<file path="src/rtl/rxw_pkg.sv">
package rxw_pkg;
  localparam int NUM_CH = 3;   // input channels A, B, C at bits 0, 1, 2
  localparam int NUM_RX = 3;   // non-stuttering reactions
  localparam int DATA_W = 1;   // Boolean messages

  typedef struct packed {
    logic [NUM_CH-1:0] need;   // inputs the guard reads
    logic [NUM_CH-1:0] want;   // required values on those inputs
  } rule_t;

  function automatic rule_t rule_of(input int k);
    rule_t r;
    case (k)
      0:       begin r.need = 3'b011; r.want = 3'b011; end  // A=1,B=1
      1:       begin r.need = 3'b110; r.want = 3'b000; end  // B=0,C=0
      default: begin r.need = 3'b101; r.want = 3'b100; end  // A=0,C=1
    endcase
    return r;
  endfunction
endpackage

</file>
<file path="src/rtl/rxw_head_slot.sv">
module rxw_head_slot #(
  parameter int W = 1
) (
  input  logic         clk,
  input  logic         rst,
  input  logic         in_valid,
  input  logic [W-1:0] in_data,
  output logic         in_ready,
  input  logic         consume,
  output logic         full,
  output logic [W-1:0] data
);
  always_ff @(posedge clk) begin
    if (rst) begin
      full <= 1'b0;
      data <= '0;
    end else if (consume) begin
      full <= 1'b0;
    end else if (in_valid && !full) begin
      full <= 1'b1;
      data <= in_data;
    end
  end

  assign in_ready = !full;

  // a handshake fills the slot with the offered value
  a_r1_capture: assert property (@(posedge clk) disable iff (rst)
    in_valid && in_ready |=> full && data == $past(in_data));

  // a held value is kept until consumed
  a_r2_hold: assert property (@(posedge clk) disable iff (rst)
    full && !consume |=> full && $stable(data));

  // only a full slot can be consumed
  a_r8_consume_full: assert property (@(posedge clk) disable iff (rst)
    consume |-> full);
endmodule

</file>
<file path="src/rtl/rxw_react_sel.sv">
module rxw_react_sel
  import rxw_pkg::*;
(
  input  logic              clk,
  input  logic              rst,
  input  logic [NUM_CH-1:0] full,
  input  logic [NUM_CH-1:0] val,
  output logic [NUM_RX-1:0] fire,
  output logic [NUM_CH-1:0] consume
);
  logic [NUM_RX-1:0] hit;

  generate
    for (genvar k = 0; k < NUM_RX; k++) begin : g_rule
      localparam rule_t RL = rule_of(k);
      assign hit[k] = ((full & RL.need) == RL.need) &&
                      ((val & RL.need) == RL.want);
    end
  endgenerate

  always_comb begin
    logic taken;
    taken   = 1'b0;
    fire    = '0;
    consume = '0;
    for (int k = 0; k < NUM_RX; k++) begin
      if (hit[k] && !taken) begin
        taken   = 1'b1;
        fire[k] = 1'b1;
        consume = rule_of(k).need;
      end
    end
  end

  // guards are pairwise exclusive, never two enabled together
  a_r9_exclusive: assert property (@(posedge clk) disable iff (rst)
    $onehot0(hit));

  // a firing reaction takes exactly two slots
  a_r8_two_taken: assert property (@(posedge clk) disable iff (rst)
    (|fire) |-> $countones(consume) == 2);
endmodule

</file>
<file path="src/rtl/rxw_emit_reg.sv">
module rxw_emit_reg #(
  parameter int N = 3
) (
  input  logic         clk,
  input  logic         rst,
  input  logic [N-1:0] fire,
  output logic [N-1:0] out_valid
);
  always_ff @(posedge clk) begin
    if (rst) out_valid <= '0;
    else     out_valid <= fire;
  end

  // a pulse lasts one cycle and is followed by a quiet cycle
  a_r9_gap: assert property (@(posedge clk) disable iff (rst)
    (|out_valid) |=> out_valid == '0);

  // never two outputs together
  a_r9_onehot: assert property (@(posedge clk) disable iff (rst)
    $onehot0(out_valid));
endmodule

</file>
<file path="src/rtl/react_exec_wrap.sv">
module react_exec_wrap
  import rxw_pkg::*;
(
  input  logic clk,
  input  logic rst,
  input  logic a_valid,
  input  logic a_data,
  output logic a_ready,
  input  logic b_valid,
  input  logic b_data,
  output logic b_ready,
  input  logic c_valid,
  input  logic c_data,
  output logic c_ready,
  output logic o1_valid,
  output logic o2_valid,
  output logic o3_valid
);
  logic [NUM_CH-1:0] ch_valid, ch_data, ch_ready;
  logic [NUM_CH-1:0] hd_full, hd_val, hd_take;
  logic [NUM_RX-1:0] rx_fire, rx_out;

  assign ch_valid = {c_valid, b_valid, a_valid};
  assign ch_data  = {c_data, b_data, a_data};
  assign {c_ready, b_ready, a_ready} = ch_ready;

  generate
    for (genvar i = 0; i < NUM_CH; i++) begin : g_slot
      rxw_head_slot #(.W(DATA_W)) slot_i (
        .clk      (clk),
        .rst      (rst),
        .in_valid (ch_valid[i]),
        .in_data  (ch_data[i]),
        .in_ready (ch_ready[i]),
        .consume  (hd_take[i]),
        .full     (hd_full[i]),
        .data     (hd_val[i])
      );
    end
  endgenerate

  rxw_react_sel sel_i (
    .clk     (clk),
    .rst     (rst),
    .full    (hd_full),
    .val     (hd_val),
    .fire    (rx_fire),
    .consume (hd_take)
  );

  rxw_emit_reg #(.N(NUM_RX)) emit_i (
    .clk       (clk),
    .rst       (rst),
    .fire      (rx_fire),
    .out_valid (rx_out)
  );

  assign {o3_valid, o2_valid, o1_valid} = rx_out;

  // A=1 and B=1 held -> o1 next cycle, A and B freed
  a_r3_o1: assert property (@(posedge clk) disable iff (rst)
    hd_full[0] && hd_full[1] && hd_val[0] && hd_val[1]
    |=> o1_valid && a_ready && b_ready);

  // B=0 and C=0 held -> o2 next cycle
  a_r4_o2: assert property (@(posedge clk) disable iff (rst)
    hd_full[1] && hd_full[2] && !hd_val[1] && !hd_val[2]
    |=> o2_valid && b_ready && c_ready);

  // A=0 and C=1 held -> o3 next cycle
  a_r5_o3: assert property (@(posedge clk) disable iff (rst)
    hd_full[0] && hd_full[2] && !hd_val[0] && hd_val[2]
    |=> o3_valid && a_ready && c_ready);

  // without a pulse, no held slot was freed
  a_r7_stutter: assert property (@(posedge clk) disable iff (rst)
    !(|rx_fire) |=> (ch_ready & $past(hd_full)) == '0);

  // reset empties the slots and silences the outputs
  a_r10_reset: assert property (@(posedge clk)
    rst |=> a_ready && b_ready && c_ready && !o1_valid && !o2_valid && !o3_valid);
endmodule

</file>
<file path="config.mk">
export PLATFORM = sky130hd
export DESIGN_NAME = react_exec_wrap
export DESIGN_NICKNAME = d
export VERILOG_FILES = /design/src/rtl/rxw_pkg.sv /design/src/rtl/rxw_head_slot.sv /design/src/rtl/rxw_react_sel.sv /design/src/rtl/rxw_emit_reg.sv /design/src/rtl/react_exec_wrap.sv
export SDC_FILE = /design/constraint.sdc
export NUM_CORES = 1
export LEC_CHECK = 0
export BUFFER_PORTS_ARGS = -buffer_cell sky130_fd_sc_hd__buf_2
export CAP_MARGIN = 10
export CORE_AREA = 4 4 41 43
export CTS_BUF_LIST = sky130_fd_sc_hd__clkbuf_4 sky130_fd_sc_hd__clkbuf_8 sky130_fd_sc_hd__clkbuf_16
export DETAILED_ROUTE_END_ITERATION = 16
export DIE_AREA = 0 0 45 47
export SYNTH_ARGS = -nofsm -noshare
export SYNTH_HDL_FRONTEND = slang
export SYNTH_HIERARCHICAL = 1
export SYNTH_SLANG_ARGS = --single-unit
</file>
<file path="constraint.sdc">
create_clock -name clk -period 1.5 [get_ports clk]
set_clock_uncertainty 0.15 [all_clocks]
set_input_delay 0.3 -clock clk [delete_from_list [all_inputs] [get_ports clk]]
set_output_delay 0.3 -clock clk [all_outputs]
set_load 0.05 [all_outputs]
</file>
Yosys cells after proc, flatten, opt, wreduce, memory -nomap -nowiden
Index checks and enable logic that the tools add are counted.
W data, S select, Z words.
Operators by class
  equality and inequality tests: 5
  mux-type cells: 7
  reductions and logical operators: 20
  bitwise logic cells: 3
Operators with widths (count)
  $eq A2 B2 Y1 const B: 5
  $logic_and A1 B1 Y1: 8
  $mux W3: 2
  $reduce_and A2 Y1: 3
  $reduce_or A2 Y1: 3
  $logic_not A1 Y1: 5
  $mux W1: 4
  $logic_not A3 Y1: 1
  $not A1 Y1: 3
  $mux W2: 1
Word-level totals
  word-level logic and storage cells: 42
  bits in registers: 9

Longest topological paths before layout
Gate-level depths: netlist (run 1).
  word-level depth: 11
  gate-level depth with buffers: 4

By module
Netlist (run 1), hierarchy kept.
By module, submodules not included
  rxw_head_slot: area each 87.6 µm², cells each 9, instances 3
  rxw_emit_reg: area each 78.8 µm², cells each 6, instances 1
  rxw_react_sel: area each 48.8 µm², cells each 9, instances 1

Worst setup path after synthesis (run 1)
Ideal clock, no wire load.
  path kind: reg2reg
  start: register g_slot[1].slot_i.data
  end: register g_slot[1].slot_i.data
  buffers on the path: 0
  clock period less this slack: 1.124 ns
  stages on the path, launching flop included: 5
  setup slack: 0.376 ns
  data arrival time: 0.902 ns
  cell sequence: dfxtp_1 > nand4bb_1 > nand2_1 > nor3b_2 > mux2i_1
Between the ends
  word-level cells in the longest chain between the ends: 11
  elaborated cells between the ends (all ways): 15
  classes of those cells: 1 x eq/ne; 5 x mux; 1 x bitwise; 8 x reduce/logical
Ends and longest elaborated chain
  from (decl): RTL line rxw_head_slot.sv:11  | output logic [W-1:0] data
  from (signal assigned): RTL line rxw_head_slot.sv:21  | data <= in_data;
  $eq A2 B2 Y1: RTL line rxw_react_sel.sv:17  | ((val & RL.need) == RL.want);
  $logic_and A1 B1 Y1: RTL line rxw_react_sel.sv:16  | assign hit[k] = ((full & RL.need) == RL.need) &&
  $mux W1: RTL line rxw_react_sel.sv:27  | if (hit[k] && !taken) begin
  $logic_not A1 Y1: RTL line rxw_react_sel.sv:27
  $logic_and A1 B1 Y1: RTL line rxw_react_sel.sv:27
  $mux W1: RTL line rxw_react_sel.sv:27
  $logic_not A1 Y1: RTL line rxw_react_sel.sv:27
  $logic_and A1 B1 Y1: RTL line rxw_react_sel.sv:27
  $mux W3 *: RTL line rxw_react_sel.sv:27
  via hd_take[1]: RTL line react_exec_wrap.sv:20  | logic [NUM_CH-1:0] hd_full, hd_val, hd_take;
  $not A1 Y1 (no line) *
  $reduce_and A2 Y1 (no line) *
The timed path passes the listed nets; every way through them passes the cells marked *.
A chain may end at the register's enable or synchronous reset.

Worst setup path in the final report (run 1)
  start: register g_slot[1].slot_i.full
  end: output b_ready
Between the ends
  word-level cells in the longest chain between the ends: 1
Ends and longest elaborated chain
  from (decl): RTL line rxw_head_slot.sv:10  | output logic full,
  from (signal assigned): RTL line rxw_head_slot.sv:15  | full <= 1'b0;
  from (signal assigned): RTL line rxw_head_slot.sv:18  | full <= 1'b0;
  from (signal assigned): RTL line rxw_head_slot.sv:20  | full <= 1'b1;
  $logic_not A1 Y1: RTL line rxw_head_slot.sv:25  | assign in_ready = !full;
  to (decl): RTL line react_exec_wrap.sv:11  | output logic b_ready,
Every way passes these cells.

==> results of run 1 <==
-- registers in the layout, summed over array words and instances (netlist names) --
name                flops
g_slot.slot_i/full      3
emit_i/out_valid        3
g_slot.slot_i/data      3
-- power by group through the flow --
stage                     Clock [mW]  Combinational, mW  Sequential (mW)
after floorplan                    0             0.0581            0.272
after CTS                      0.214             0.0846            0.266
after global placement             0             0.0839            0.272
after detailed placement           0             0.0844            0.272
final                          0.203             0.0835            0.267
after global routing           0.223             0.0911            0.269
-- routing by layer --
layer | part of all wire, % | GRT usage [%] | wire [um]
met4 | 0.89 | 7.02 | 6
met1 | 44 | 8.72 | 296
met3 | 11 | 2.68 | 77
met2 | 43 | 10.5 | 290
met5 | 0 | 0 | 0
-- tightest hold or removal path, stage by stage --
cell	delay, ps
buf_2	90
nand2b_1	60
mux2i_1	60
-- how the worst max path moves through the flow --
stage,start,end,slack [ps],depth (start not counted)
6_report,g_slot[1].slot_i/full,b_ready,110,2
3_3_place_gp,g_slot[2].slot_i/data,g_slot[1].slot_i/data,290,4
4_1_cts,g_slot[1].slot_i/full,b_ready,100,2
2_1_floorplan,g_slot[1].slot_i/data,g_slot[1].slot_i/data,380,4
3_5_place_dp,g_slot[2].slot_i/data,g_slot[1].slot_i/data,280,4
5_1_grt,g_slot[1].slot_i/full,b_ready,60,2
-- cells in the final DEF (no fill, tap or decap) --
| cell | synthesis | layout |
|---|---|---|
| nor2b_1 | 3 | 3 |
| nor3b_2 | 3 | 3 |
| inv_1 | 6 | 6 |
| clkbuf_4 | 0 | 4 |
| mux2i_1 | 3 | 3 |
| dfxtp_1 | 9 | 9 |
| nor2_1 | 3 | 3 |
| nor3_1 | 3 | 3 |
| nand2_1 | 3 | 3 |
| nand4b_1 | 1 | 1 |
| nand2b_1 | 6 | 6 |
| buf_2 | 0 | 13 |
| nand4_1 | 1 | 1 |
| nand4bb_1 | 1 | 1 |
-- kinds of logic (layout without fill, tap and decap cells) --
logic type             after synthesis  after routing
flip-flops                           9              9
multiplexers                         3              3
buffers and inverters                6             23
AND/OR/NAND/NOR                     24             24
-- final cells by class --
type                       instances  area, sq um  area share, %
clock buffer                       4         30.0           5.96
multi-input combinational         27          188           37.2
tap                               15         18.8           3.72
sequential                         9          180           35.7
timing repair buffer              13         65.1           12.9
inverter                           6         22.5           4.47
==> results.py, run 1 <==
metrics = {
    "outcome": {
        "run_status": "finished, final reports clean",
    },
    "logic_synthesis": {
        "yosys.area_share.simple_pct": 40.4,
        "ys_seq_area_share_pct": 46.2,
        "syn_area_sq_um": 390,
        "synth_compound_area_share_pct": 0,
        "synth_edf_count": 0,
        "ys_ff_latch": 9,
        "yosysWarnings": 6,
        "yosys-top-cells-area": "dfxtp_1 46%, nand2b_1 9.6%, nor3b_2 9.6%, mux2i_1 7.7%, inv_1 5.8%",
        "synthCells": 42,
        "synthArstFlopShare_pct": 0,
        "yosysTopAreaCell": "dfxtp_1",
        "synth_nets": 50,
        "synthXorXnorAreaFrac_pct": 0,
        "synthTopCellsByCount": "9 x dfxtp_1, 6 x inv_1, 6 x nand2b_1",
        "synth_most_common_cell": "dfxtp_1",
        "synth_top_area_share_pct": 46.2,
        "synthMuxAreaShare_pct": 7.69,
        "synth_top_family_by_area": "simple AND/OR/NAND/NOR gates",
        "yosysUniqueCellTypes": 12,
        "synth_top_flop_cell": "dfxtp_1",
        "synth-adder-area-share_pct": 0,
        "avgSynthCellArea_sq_um": 9.29,
    },
    "layout": {
        "area_delta_synth_final_pct": 29.2,
        "fillers": 141,
        "layout.cells.non_filler": 74,
        "utilization_pct": 38.8,
        "diodes": 0,
        "stdcell_area_sq_um": 504,
        "nNetsFinal": 68,
        "drive_above_1_share_pct": 33.9,
    },
    "timing": {
        "fin_tns_setup_ps": 0,
        "fmax_mhz": 718,
        "postLayoutSetupSlackWorst_ps": 107,
        "hold_viol_final": 0,
        "fin_crit_sh_pct": 92.9,
        "holdWs_ps": 147,
        "slew_headroom_pct": 83.5,
        "rsz0062_at_grt": "false",
        "min_period_ps": 1390,
        "setup_violations": 0,
        "worstMarginPinSlew_ps": 249,
        "drv_slew": 0,
    },
    "setup_path": {
        "end_kind": "output port",
        "path_buf_inv": 2,
        "path_class": "reg2out",
        "critPathRequiredTime_ps": 1050,
        "r2r_end": "g_slot[2].slot_i/data",
        "max_stage_delay_ps": 430,
        "cpMaxStageDelayCell": "dfxtp_1",
        "ff2ff_setup_slack_ps": 280,
        "crit_family": "flip-flops",
        "cp.arrival_ps": 940,
        "cp-start-kind": "flip-flop",
        "crit_path_max_fanout": 5,
        "worstPathCellList": "inv_1, buf_2",
        "r2r_start": "g_slot[1].slot_i/data",
        "worst_r2r_path_depth": 4,
    },
    "placed_design": {
        "pre_cts_ws_ps": 275,
        "postPlaceCellArea_sq_um": 474,
        "portBuffers": 13,
        "gp_congestion": 0.672,
        "placed_cells": 70,
    },
    "clock_network": {
        "cts-resized-gates": 0,
        "clockRootBuffer": "clkbuf_4",
        "htreeDepth": 1,
        "cts_num_sinks": 9,
        "numCtsBuffers": 3,
        "post_cts_buffers": 0,
        "clockBufferDepth": 2,
        "insertion_delay_ps": 260,
        "clk_pin_slew_ps": 60,
        "cts_hold_buf": 0,
        "cts_tree": "done",
    },
    "die": {
        "row_count": 13,
        "io_pins": 14,
        "die_h_um": 47,
        "start_util_pct": 30.0,
        "core_sq_um": 1300,
        "dieArea_sq_um": 2120,
        "fp.dieW_um": 45,
    },
    "routing": {
        "first_pass_iters": 4,
        "via_per_inst": 4.50,
        "num_vias": 333,
        "drc": 0,
        "drt-initial-drc-count": 8,
        "routed_wl_um": 672,
        "wl_per_cell_um": 9.08,
        "antenna_left": 0,
    },
    "min_path": {
        "hold_path.startpoint": "a_data",
        "min_path_type": "in2reg",
        "hold_depth": 3,
        "holdPathEnd": "g_slot[0].slot_i/data",
    },
    "grt": {
        "grt_first_pass_wirelength_um": 1100,
        "grtUsageTotal_pct": 7.45,
        "grt_max_degree": 13,
        "antenna_found_initial": 0,
        "grt_pass1_vias": 284,
        "grt_overflow_total": 0,
    },
    "run": {
        "max_cap_viol_count": 0,
    },
    "power": {
        "powerDensity_nw_per_um2": 1100,
        "finalPower_uw": 553,
        "switching_share_pct": 26.4,
        "p_leak_nw": 0.267,
        "ir_worst_vdd_mv": 0.397,
        "seq_power_share_pct": 48.2,
        "pwr-share-clk_pct": 36.7,
        "switchingPower_uw": 146,
        "p_comb_share_pct": 15.1,
        "intPower_uw": 407,
    },
}
(Power assumes the default switching activity.)
==> inputs of run 2 (changes only) <==
- MAX_ROUTING_LAYER: unset -> met4
- SETUP_SLACK_MARGIN: unset -> 0.4
==> results.py, run 2 (synthesis results as in run 1) <==
metrics = {
    "outcome": {
        "run_status": "finished, final reports clean",
    },
    "setup_path": {
        "cp-start-kind": "flip-flop",
        "end_kind": "output port",
        "worst_r2r_path_depth": 4,
        "worstPathCellList": "inv_2, buf_8",
        "cpMaxStageDelayCell": "dfxtp_4",
        "path_class": "reg2out",
        "path_buf_inv": 2,
        "cp.depth": 2,
        "r2r_start": "g_slot[2].slot_i/full",
        "crit_family": "flip-flops",
        "critPathRequiredTime_ps": 1050,
        "setup.worst_path.start": "g_slot[2].slot_i/full",
        "cp.arrival_ps": 820,
        "crit_path_max_fanout": 4,
        "max_stage_delay_ps": 380,
    },
    "die": {
        "fp.dieW_um": 45,
        "start_util_pct": 30.0,
        "core_sq_um": 1300,
        "io_pins": 14,
        "row_count": 13,
        "dieArea_sq_um": 2120,
        "die_h_um": 47,
    },
    "power": {
        "powerDensity_nw_per_um2": 939,
        "finalPower_uw": 595,
        "ir_worst_vdd_mv": 0.378,
        "p_leak_nw": 0.310,
    },
    "clock_network": {
        "numCtsBuffers": 3,
        "cts_num_sinks": 9,
        "clockBufferDepth": 2,
        "cts_tree": "done",
        "clk_pin_slew_ps": 60,
        "insertion_delay_ps": 260,
        "clockRootBuffer": "clkbuf_4",
        "htreeDepth": 1,
    },
    "layout": {
        "ff_latch_area_sq_um": 199,
        "diodes": 0,
        "drive_above_1_share_pct": 60.9,
        "nNetsFinal": 73,
        "area_delta_synth_final_pct": 62.2,
        "layout.cells.non_filler": 79,
        "final_common_cell": "buf_2",
        "reg.largest.list": "emit_i/out_valid: 3 flops, g_slot.slot_i/data: 3 flops, g_slot.slot_i/full: 3 flops",
        "final_cell_mix": "7 x buf_2, 6 x dfxtp_2, 6 x nand2b_1",
        "multi_input_area_sq_um": 204,
        "fillers": 132,
    },
    "min_path": {
        "min_path_type": "in2reg",
        "hold_path.startpoint": "a_data",
        "hold_depth": 3,
    },
    "timing": {
        "fin_crit_sh_pct": 84.7,
        "worstMarginPinSlew_ps": 188,
        "slew_headroom_pct": 87.5,
        "drv_slew": 0,
        "fin_tns_setup_ps": 0,
        "min_period_ps": 1270,
        "rsz0062_at_grt": "true",
        "fmax_mhz": 787,
        "setup_violations": 0,
        "hold_viol_final": 0,
    },
    "routing": {
        "via_per_inst": 4.41,
        "wl_per_cell_um": 10.4,
        "routed_wl_um": 821,
        "drt-initial-drc-count": 7,
        "num_vias": 348,
        "first_pass_iters": 3,
        "antenna_left": 0,
        "drc": 0,
    },
    "placed_design": {
        "portBuffers": 13,
        "placed_cells": 70,
        "dp_hpwl_um": 528,
        "gp_congestion": 0.716,
    },
    "grt": {
        "grtUsageTotal_pct": 9.08,
        "grt_max_degree": 13,
        "grt_overflow_total": 0,
        "antenna_found_initial": 0,
        "grt_first_pass_wirelength_um": 1260,
        "grt_pass1_vias": 324,
    },
    "run": {
        "max_cap_viol_count": 0,
    },
}
-- run 2: changes by cell type in the layout (fill, tap and decap cells not counted) --
cell,delta
dfxtp_1,-9
nand4bb_4,+1
buf_2,-6
buf_6,+3
buf_8,+4
inv_1,-4
inv_2,+4
dfxtp_2,+6
dfxtp_4,+3
buf_4,+4
nand4bb_1,-1
-- run 2: final timing paths --
path	to	slack, ps
worst max-delay path	c_ready	230
worst min-delay path	g_slot[0].slot_i/data	140
worst max register to register	g_slot[2].slot_i/data	280
worst min register to register	g_slot[0].slot_i/data	330
-- run 2: per-layer routing --
layer | up-vias | global-route usage (%) | wire length (um)
li1 | 184 | - | -
met3 | 2 | 3.45 | 55
met4 | 0 | 8.77 | 7
met5 | - | - | 0
met1 | 153 | 8.94 | 360
met2 | 9 | 13.6 | 398
-- run 2: report_power, final --
group | switching [mW] | internal (mW) | total, mW
Clock | 0.0833 | 0.121 | 0.204
Sequential | 0.0162 | 0.254 | 0.270
Combinational | 0.0591 | 0.0616 | 0.121
-- run 2: what timing repair did --
| item | in CTS | in global routing |
|---|---|---|
| buffers inserted | 4 | 1 |
| resized for setup | 28 | 6 |
| hold buffers | 0 | 0 |
| hold endpoints to repair | 0 | 0 |
| pin swaps | 0 | 3 |
| endpoints found under the setup margin | 9 | 13 |
-- run 2: cell type report --
cell class                 instances  share of cell area (%)
multi-input combinational         27                    32.2
sequential                         9                    31.4
timing repair buffer              18                    25.1
clock buffer                       4                    4.74
inverter                           6                    3.56
tap                               15                    2.96
-- run 2: per-stage QoR --
| stage | area [sq um] | utilization (%) | hold WS [ps] | setup WS [ps] |
|---|---|---|---|---|
| 3_3_place_gp | 474 | 36.4 | 329 | 280 |
| 5_1_grt | 633 | 48.7 | 138 | 186 |
| 3_5_place_dp | 474 | 36.4 | 330 | 293 |
| 4_1_cts | 602 | 46.3 | 136 | 228 |
| 2_1_floorplan | 390 | - | 222 | 376 |
| 6_report | 633 | 48.7 | 141 | 230 |
-- run 2: worst reg2reg max path: stages (launching register included) --
cell	delay (ps)
dfxtp_4	370
nand4b_1	130
nand2_1	110
nor3b_2	200
mux2i_1	200
